<file path="config.mk">
export PLATFORM = sky130hd
export DESIGN_NAME = bus_own_ctrl
export DESIGN_NICKNAME = d
export VERILOG_FILES = /design/src/rtl/bus_own_pkg.sv /design/src/rtl/bus_rst_sync.sv /design/src/rtl/bus_req_counter.sv /design/src/rtl/bus_own_fsm.sv /design/src/rtl/bus_own_outs.sv /design/src/rtl/bus_own_ctrl.sv
export SDC_FILE = /design/constraint.sdc
export NUM_CORES = 1
export LEC_CHECK = 0
export ABC_AREA = 1
export BUFFER_PORTS_ARGS = -buffer_cell sky130_fd_sc_hd__buf_4
export CORE_AREA = 2 2 39 41
export CTS_BUF_LIST = sky130_fd_sc_hd__clkbuf_8 sky130_fd_sc_hd__clkbuf_16
export CTS_CLUSTER_DIAMETER = 80
export DETAILED_ROUTE_END_ITERATION = 16
export DIE_AREA = 0 0 41 43
export GPL_TIMING_DRIVEN = 0
export PLACE_DENSITY = 0.71
export SYNTH_ARGS = -nofsm -noshare
export SYNTH_HDL_FRONTEND = slang
export SYNTH_SLANG_ARGS = --single-unit
</file>
<file path="constraint.sdc">
create_clock -name clk -period 1.2 [get_ports clk]
set_input_delay 0.18 -clock clk [delete_from_list [all_inputs] [get_ports clk]]
set_output_delay 0.18 -clock clk [all_outputs]
set_load 0.01 [all_outputs]
</file>
<file path="src/rtl/bus_own_pkg.sv">
package bus_own_pkg;
  typedef enum logic [2:0] {
    ST_IDLE  = 3'd0,
    ST_ADDR  = 3'd1,
    ST_DATA  = 3'd2,
    ST_BACK  = 3'd3,
    ST_GRANT = 3'd4
  } own_state_t;
endpackage

</file>
<file path="src/rtl/bus_rst_sync.sv">
module bus_rst_sync #(
  parameter int STAGES = 2
) (
  input  logic clk,
  input  logic arst_n,
  output logic srst_n
);
  logic [STAGES-1:0] sync_q;

  always_ff @(posedge clk or negedge arst_n) begin
    if (!arst_n) sync_q <= '0;
    else         sync_q <= {sync_q[STAGES-2:0], 1'b1};
  end

  assign srst_n = sync_q[STAGES-1];
endmodule

</file>
<file path="src/rtl/bus_req_counter.sv">
module bus_req_counter #(
  parameter int MAX_PEND = 4,
  localparam int CW = $clog2(MAX_PEND + 1)
) (
  input  logic          clk,
  input  logic          rst_n,
  input  logic          push,
  input  logic          done,
  output logic [CW-1:0] count,
  output logic          have_pend,
  output logic          more_pend
);
  localparam logic [CW-1:0] FULL = CW'(MAX_PEND);

  logic [CW-1:0] count_q, count_d;
  logic          inc, dec, cnt_en;

  always_comb begin
    dec    = done && (count_q != '0);
    inc    = push && ((count_q != FULL) || dec);
    cnt_en = inc ^ dec;
    count_d = count_q;
    if (inc && !dec)      count_d = count_q + 1'b1;
    else if (dec && !inc) count_d = count_q - 1'b1;
  end

  always_ff @(posedge clk or negedge rst_n) begin
    if (!rst_n)      count_q <= '0;
    else if (cnt_en) count_q <= count_d;
  end

  assign count     = count_q;
  assign have_pend = (count_q != '0);
  assign more_pend = (count_q > CW'(1));
endmodule

</file>
<file path="src/rtl/bus_own_fsm.sv">
module bus_own_fsm
  import bus_own_pkg::*;
(
  input  logic       clk,
  input  logic       rst_n,
  input  logic       backoff_n,
  input  logic       hold_req,
  input  logic       lock_in,
  input  logic       rdy,
  input  logic       have_pend,
  input  logic       more_pend,
  output own_state_t state,
  output logic       replay,
  output logic       cyc_done
);
  own_state_t state_q, state_d;
  logic       replay_q, replay_d;
  logic       grant_ok;

  assign grant_ok = hold_req && !lock_in;

  always_comb begin
    state_d  = state_q;
    replay_d = replay_q;
    cyc_done = 1'b0;
    if (!backoff_n) begin
      state_d = ST_BACK;
      if (state_q == ST_ADDR || state_q == ST_DATA) replay_d = 1'b1;
    end else begin
      unique case (state_q)
        ST_IDLE: begin
          if (grant_ok)       state_d = ST_GRANT;
          else if (have_pend) state_d = ST_ADDR;
        end
        ST_ADDR: begin
          state_d  = ST_DATA;
          replay_d = 1'b0;
        end
        ST_DATA: begin
          if (rdy) begin
            cyc_done = 1'b1;
            if (grant_ok)       state_d = ST_GRANT;
            else if (more_pend) state_d = ST_ADDR;
            else                state_d = ST_IDLE;
          end
        end
        ST_BACK: begin
          if (replay_q)       state_d = ST_ADDR;
          else if (grant_ok)  state_d = ST_GRANT;
          else if (have_pend) state_d = ST_ADDR;
          else                state_d = ST_IDLE;
        end
        ST_GRANT: begin
          if (!hold_req) state_d = have_pend ? ST_ADDR : ST_IDLE;
        end
        default: state_d = ST_IDLE;
      endcase
    end
  end

  always_ff @(posedge clk or negedge rst_n) begin
    if (!rst_n) begin
      state_q  <= ST_IDLE;
      replay_q <= 1'b0;
    end else begin
      state_q  <= state_d;
      replay_q <= replay_d;
    end
  end

  assign state  = state_q;
  assign replay = replay_q;
endmodule

</file>
<file path="src/rtl/bus_own_outs.sv">
module bus_own_outs
  import bus_own_pkg::*;
(
  input  own_state_t state,
  input  logic       replay,
  input  logic       have_pend,
  input  logic       more_pend,
  output logic       strobe_n,
  output logic       breq,
  output logic       hold_ack,
  output logic       bus_drive,
  output logic       restart
);
  always_comb begin
    strobe_n  = 1'b1;
    breq      = 1'b0;
    hold_ack  = 1'b0;
    bus_drive = 1'b1;
    restart   = 1'b0;
    unique case (state)
      ST_ADDR: begin
        strobe_n = 1'b0;
        breq     = 1'b1;
        restart  = replay;
      end
      ST_DATA:  breq = more_pend;
      ST_BACK: begin
        bus_drive = 1'b0;
        breq      = have_pend;
      end
      ST_GRANT: begin
        bus_drive = 1'b0;
        hold_ack  = 1'b1;
        breq      = have_pend;
      end
      default: ;
    endcase
  end
endmodule

</file>
<file path="src/rtl/bus_own_ctrl.sv">
module bus_own_ctrl
  import bus_own_pkg::*;
#(
  parameter int MAX_PEND   = 4,
  parameter int SYNC_STAGES = 2,
  localparam int CW = $clog2(MAX_PEND + 1)
) (
  input  logic          clk,
  input  logic          rst_n,
  input  logic          req_push,
  input  logic          lock_in,
  input  logic          rdy,
  input  logic          backoff_n,
  input  logic          hold_req,
  output logic          strobe_n,
  output logic          breq,
  output logic          hold_ack,
  output logic          bus_drive,
  output logic          restart,
  output logic [CW-1:0] pend_cnt
);
  logic       rst_q_n;
  logic       have_pend, more_pend, cyc_done, replay;
  own_state_t state;

  bus_rst_sync #(.STAGES(SYNC_STAGES)) u_rst (
    .clk(clk), .arst_n(rst_n), .srst_n(rst_q_n)
  );

  bus_req_counter #(.MAX_PEND(MAX_PEND)) u_cnt (
    .clk(clk), .rst_n(rst_q_n), .push(req_push), .done(cyc_done),
    .count(pend_cnt), .have_pend(have_pend), .more_pend(more_pend)
  );

  bus_own_fsm u_fsm (
    .clk(clk), .rst_n(rst_q_n), .backoff_n(backoff_n), .hold_req(hold_req),
    .lock_in(lock_in), .rdy(rdy), .have_pend(have_pend), .more_pend(more_pend),
    .state(state), .replay(replay), .cyc_done(cyc_done)
  );

  bus_own_outs u_outs (
    .state(state), .replay(replay), .have_pend(have_pend), .more_pend(more_pend),
    .strobe_n(strobe_n), .breq(breq), .hold_ack(hold_ack),
    .bus_drive(bus_drive), .restart(restart)
  );
endmodule

</file>
[Word level (Yosys, flattened, before mapping)]
Index checks and enable logic that the tools add are counted.
Word-level totals
  flip-flop bits (word level): 9
  output and inout port bits: 8
  logic and storage cells: 59
Operators by class
  add/sub/neg operators: 2
  $lt $le $gt $ge: 1
  eq/ne operators: 9
  mux-type cells: 24
  bitwise operators: 1
  reductions and logical operators: 18
Operator list (count)
  $mux W3: 10
  $pmux W3 S5: 1
  $mux W1: 12
  $ne A3 B3 Y1 const B: 3
  $eq A3 B2 Y1 const B: 2
  $logic_and A1 B1 Y1: 5
  $ne A4 B3 Y1 const B: 1
  $reduce_and A2 Y1: 2
  $reduce_bool A2 Y1: 2
  $add A3 B1 Y3 const B: 1
  $eq A3 B1 Y1 const B: 1
  $eq A3 B3 Y1 const B: 1
  $gt A3 B1 Y1 const B: 1
  $logic_not A1 Y1: 3
  $logic_not A3 Y1: 1
  $pmux W1 S3: 1
  $reduce_and A3 Y1: 1
  $reduce_bool A3 Y1: 1
  $sub A3 B1 Y3 const B: 1
  $logic_or A1 B1 Y1: 2
  $ne A2 B1 Y1 const B: 1
  $reduce_or A2 Y1: 1
  $xor A1 B1 Y1: 1

[Longest topological paths before layout]
  word-level depth: 10
  mapped depth: 11
  depth with buffers taken out: 11

[By module]
From an unflattened synthesis, not the netlist that was laid out.
Unflattened totals
  cell total of the unflattened synthesis: 102
  area total of the unflattened synthesis: 684.4 um2
Modules (own cells, without submodules)
  bus_own_fsm: instances 1, cells an instance 46, area each 294.0 um2, sequential area each 100.1 um2
  bus_req_counter: instances 1, cells an instance 34, area each 256.5 um2, sequential area each 75.1 um2
  bus_own_outs: instances 1, cells an instance 19, area each 80.1 um2, sequential area each 0.0 um2
  bus_rst_sync: instances 1, cells an instance 3, area each 53.8 um2, sequential area each 50.0 um2

[Worst setup path after synthesis]
No wires, ideal clock.
  path kind: reg-to-reg
  from: register u_cnt.count_q[0], in the netlist u_cnt.count[0]
  to: register u_cnt.count_q[2], in the netlist u_cnt.count[2]
  library setup time: 0.118 ns
  data arrival time: 1.763 ns
  required time: 1.082 ns
  setup slack: -0.682 ns
  stages on the path, launching flop included: 11
  path buffers: 0
  clock period less this slack: 1.882 ns
  path through: dfrtp_1 -> inv_1 -> ha_1 -> nand2_1 -> nand4_2 -> a31oi_1 -> ha_1 -> nor2_1 -> o21ai_0 -> xor2_1 -> inv_1
On the way
  longest elaborated chain between the ends: 8
  elaborated cells between the ends (all ways): 16
  those cells by class: 2 x add/sub; 1 x eq/ne; 2 x mux; 1 x bitwise; 10 x reduce/logical
RTL lines
  start, declared: line bus_req_counter.sv:15  | logic [CW-1:0] count_q, count_d;
  start signal, assigned: line bus_req_counter.sv:29  | else if (cnt_en) count_q <= count_d;
  $reduce_bool A3 Y1: line bus_req_counter.sv:19  | dec = done && (count_q != '0);
  $logic_and A1 B1 Y1: line bus_req_counter.sv:19
  $logic_or A1 B1 Y1: line bus_req_counter.sv:20  | inc = push && ((count_q != FULL) || dec);
  $logic_and A1 B1 Y1: line bus_req_counter.sv:20
  $logic_not A1 Y1: line bus_req_counter.sv:24  | else if (dec && !inc) count_d = count_q - 1'b1;
  $logic_and A1 B1 Y1: line bus_req_counter.sv:24
  $reduce_bool A2 Y1 (no line)
  $reduce_and A2 Y1 (no line)
Several ways; a longest one is shown, not always the timed one. The select of a mux whose other input is x is not followed.
A chain may end at the register's enable or synchronous reset.

[Final worst setup path]
  from: register u_fsm.state_q[1], in the netlist u_fsm.state[1]
  to: register u_cnt.count_q[2], in the netlist u_cnt.count[2]
On the way
  longest elaborated chain between the ends: 10
  elaborated cells between the ends (all ways): 14
  those cells by class: 1 x eq/ne; 3 x mux; 1 x bitwise; 9 x reduce/logical
RTL lines
  start, declared: line bus_own_fsm.sv:16  | own_state_t state_q, state_d;
  start signal, assigned: line bus_own_fsm.sv:66  | state_q <= state_d;
  $eq A3 B2 Y1 (*): line bus_own_fsm.sv:30  | unique case (state_q)
  $mux W1 (*): line bus_own_fsm.sv:30
  $mux W1 (*): line bus_own_fsm.sv:26  | if (!backoff_n) begin
  $logic_and A1 B1 Y1 (*): line bus_req_counter.sv:19
  $logic_or A1 B1 Y1: line bus_req_counter.sv:20
  $logic_and A1 B1 Y1: line bus_req_counter.sv:20
  $logic_not A1 Y1: line bus_req_counter.sv:24
  $logic_and A1 B1 Y1: line bus_req_counter.sv:24
  $reduce_bool A2 Y1 (no line)
  $reduce_and A2 Y1 (no line)
Mark *: on every way between the ends. The rest lies on a longest branch, timed or not.

==> results summary <==
The critical path is of the register to register type. The DRC marker count from the first detailed-route iteration came out at 16. The initial antenna violation count is 0.

The most used flip-flop cell after synthesis is sky130_fd_sc_hd__dfrtp_1. The overall routing resource usage came out at 0.217. Counting flops and latches in the post-synthesis netlist gives 9. The TritonCTS buffer count came out at 3. After synthesis, the netlist uses 21 different library cells.

The number of cells traversed by the worst register-to-register path is 9. After technology mapping, the gate count stands at 81. The final core utilization is 0.761. Max-cap violations in this run came to 0. The detailed-placement wirelength estimate is 975 um. The worst-skew pair later-pin latency came out at 230 ps. The maximum clock frequency came out at 0.582 GHz. The peak supply drop came out at 0.00132 V. The weighted congestion at the end of routability-driven global placement came out at 0.725. The worst endpoint data arrival time is 1830 ps. The routed wire length came out at 1750 um. The maximum number of pins on one net before global-route repair came out at 8. In this run the critical register-to-register path is launched from u_fsm.state[1]$_DFFE_PN0P_. The setup-violating endpoint count in the final report is 12.

Setup repair after global routing could not meet its margin everywhere. The final critical-path share of the clock period came out at 1.43. The share of flip-flops with an asynchronous set or reset is 1.00. The average detailed-routed wire length per instance came out at 13.3 um. In this run the critical register-to-register path is captured at u_cnt.count[2]$_DFFE_PN0P_. The run finished, with violations left.

The synthesized area per cell is 7.71 um2. For the final database, setup skew stands at 1.09 ps. The average vias per placed instance is 5.02.

The kind of capture point of the worst setup path is a register. The critical path starts at u_fsm.state[1]$_DFFE_PN0P_. The number of flops mapped to enable cells by yosys came out at 0. By count the netlist is led by sky130_fd_sc_hd__inv_1 (13), sky130_fd_sc_hd__nand2_1 (12), sky130_fd_sc_hd__dfrtp_1 (9), sky130_fd_sc_hd__nor2_1 (9), sky130_fd_sc_hd__nand3_1 (8). The routed design could run at a clock period as short as 1720 ps.

The number of nets in the layout came out at 129. The nature of the critical path startpoint is a register. In the final timing run, aggregate negative setup slack is -3620 ps.

The power density over the cells came out at 2350 nW/um2. The vias after detailed routing is 663. The top-level port count is 15. For this run, the detailed router's first-pass iteration total came to 4. Yosys instantiated no cell more often than sky130_fd_sc_hd__inv_1.

The number of global-route vias before repair came out at 617. The count of buffers added on input and output ports is 14. For this run, design rule violations remaining after detail routing come to 0. The full die area is 1760 um2. The overall die height is 43 um.

Clock tree synthesis selected as its root buffer the cell sky130_fd_sc_hd__clkbuf_8. The maximum buffer depth of the clock tree is 2. Compared with the post-synthesis result, the final layout area differs by 68.7%. The worst slack after detailed placement is -703 ps.

When the netlist entered floorplanning its net count stood at 93. The worst path required time is 1310 ps. Summed over all instances, the cell type with the most area after synthesis is sky130_fd_sc_hd__dfrtp_1. For this configuration, the core starts out at a cell density of 0.451. The final-report max-slew violation count is 0.

The maximum fanout encountered on the critical timing path is 2. The final reports fail on setup timing. The worst setup margin is -517 ps. The repair_antennas step left the layout with diodes totalling 0. The number of standard-cell rows in the floorplan came out at 14. The sequential cell area fraction in the yosys report came out at 0.361.

CTS saw 9 sinks. The leakage power of the design is 0.000536 uW. The number of hold violations in the final report was 0. The area inside the core boundary is 1380 um2. The overall overflow remaining after global route is 0. CTS built an H-tree with a depth of 1. The clock-pin slew on the worst setup and hold paths is 40 ps. By area the synthesized netlist is led by sky130_fd_sc_hd__dfrtp_1 (36%), sky130_fd_sc_hd__ha_1 (10%), sky130_fd_sc_hd__inv_1 (7.8%), sky130_fd_sc_hd__nand2_1 (7.2%), sky130_fd_sc_hd__nand3_1 (6.4%). The die extent in x is 41 um. The CTS tree is yes. The area share of the leading cell type in the synthesized netlist is 0.361. Once detail routing completed, the nets flagged for antenna violations numbered 0.

The first global-routing pass estimated 2470 um of wire. The count of yosys warnings during synthesis came out at 0. The register-to-register setup slack came out at -520 ps.

The combined area of all synthesized cells came out at 624 um2. The layout cell share with drive strength beyond 1 is 0.543. The worst hold path belongs to the class register to asynchronous set/reset pin.
## area by class of cell
class	instances	area, um2
plain buffers	1	11.3
clock buffers	3	41.3
clock inverters	1	3.75
fillers	93	330
inverters	16	66.3
multi-input cells	55	420
flip-flops and latches	9	229
well taps	16	20.0
repair buffers	31	262
## flip-flops by register name, indices dropped and copies added (netlist names)
name and cells:
u_cnt.count 3, u_rst.sync_q 2, u_fsm.state 3, u_fsm.replay 1
## through the flow
step           hold slack, ps  cell area [um2]  instances  power, uW
5_1_grt                   129             1050        132       2630
3_3_place_gp            -38.2              772        111       1540
3_5_place_dp            -34.0              772        111       1570
4_1_cts                   108              980        129       2270
2_1_floorplan            -116              647         81       1230
6_report                 97.9             1050        132       2470
## cell usage in the layout (no fill, tap or decap), types with 2 or more instances in the layout
master,instances
sky130_fd_sc_hd__nand2_2,2
sky130_fd_sc_hd__xor2_1,2
sky130_fd_sc_hd__buf_4,23
sky130_fd_sc_hd__inv_1,10
sky130_fd_sc_hd__inv_2,5
sky130_fd_sc_hd__dfrtp_2,3
sky130_fd_sc_hd__nand4_1,2
sky130_fd_sc_hd__clkbuf_8,3
sky130_fd_sc_hd__nor2_2,3
sky130_fd_sc_hd__dfrtp_1,6
sky130_fd_sc_hd__nand3_1,5
sky130_fd_sc_hd__ha_1,3
sky130_fd_sc_hd__nand3_2,3
sky130_fd_sc_hd__nor2_1,5
sky130_fd_sc_hd__buf_6,8
sky130_fd_sc_hd__o21ai_1,4
sky130_fd_sc_hd__nor3_4,4
sky130_fd_sc_hd__nand2_1,9
## what timing repair did
| item | 4_1_cts | 5_1_grt |
|---|---|---|
| pin swaps | 8 | 7 |
| buffers inserted | 13 | 3 |
| setup endpoints to repair | 10 | 12 |
| resized for setup | 17 | 15 |
| endpoints found under the hold margin | 2 | 0 |
| cloned | 0 | 0 |
| hold buffers | 1 | 0 |
## cells by family after synthesis
group,Yosys count,share of synthesized area
simple gates,37,0.305
buf+inv,17,0.108
flops,9,0.361
compound gates,9,0.0782
other cells,1,0.00601
fa+ha+maj,5,0.100
xor+xnor,3,0.0421
## worst max-delay path, cell delays in order (launching register included)
cell                      delay [ps]
sky130_fd_sc_hd__dfrtp_1         380
sky130_fd_sc_hd__inv_2            60
sky130_fd_sc_hd__nor3_4          200
sky130_fd_sc_hd__nand4_2         130
sky130_fd_sc_hd__a31oi_1         150
sky130_fd_sc_hd__ha_2            300
sky130_fd_sc_hd__nor2_1           80
sky130_fd_sc_hd__o21ai_1          80
sky130_fd_sc_hd__xor2_1          170
sky130_fd_sc_hd__inv_1            50
## power breakdown
group	leakage (uW)	internal, uW	switching, uW
Clock	0.0000269	221	106
Sequential	0.000103	417	91.8
Combinational	0.000406	802	834
## how the worst max path moves through the flow
stage	cells after the start	slack (ps)	endpoint
after floorplan	10	-510	u_cnt.count[2]$_DFFE_PN0P_
after global placement	9	-650	u_cnt.count[2]$_DFFE_PN0P_
after detailed placement	9	-700	u_cnt.count[2]$_DFFE_PN0P_
after CTS	9	-510	u_cnt.count[2]$_DFFE_PN0P_
after global routing	9	-630	u_cnt.count[2]$_DFFE_PN0P_
final	9	-520	u_cnt.count[2]$_DFFE_PN0P_
## routing by layer
layer | GRT usage | part of all wire | vias to the layer above
met5 | 0 | 0 | -
met4 | 0.140 | 0.0091 | 0
met3 | 0.0471 | 0.039 | 2
met2 | 0.313 | 0.51 | 27
met1 | 0.282 | 0.44 | 306
li1 | - | - | 328
No activity file was read; power rests on OpenSTA's default activity.
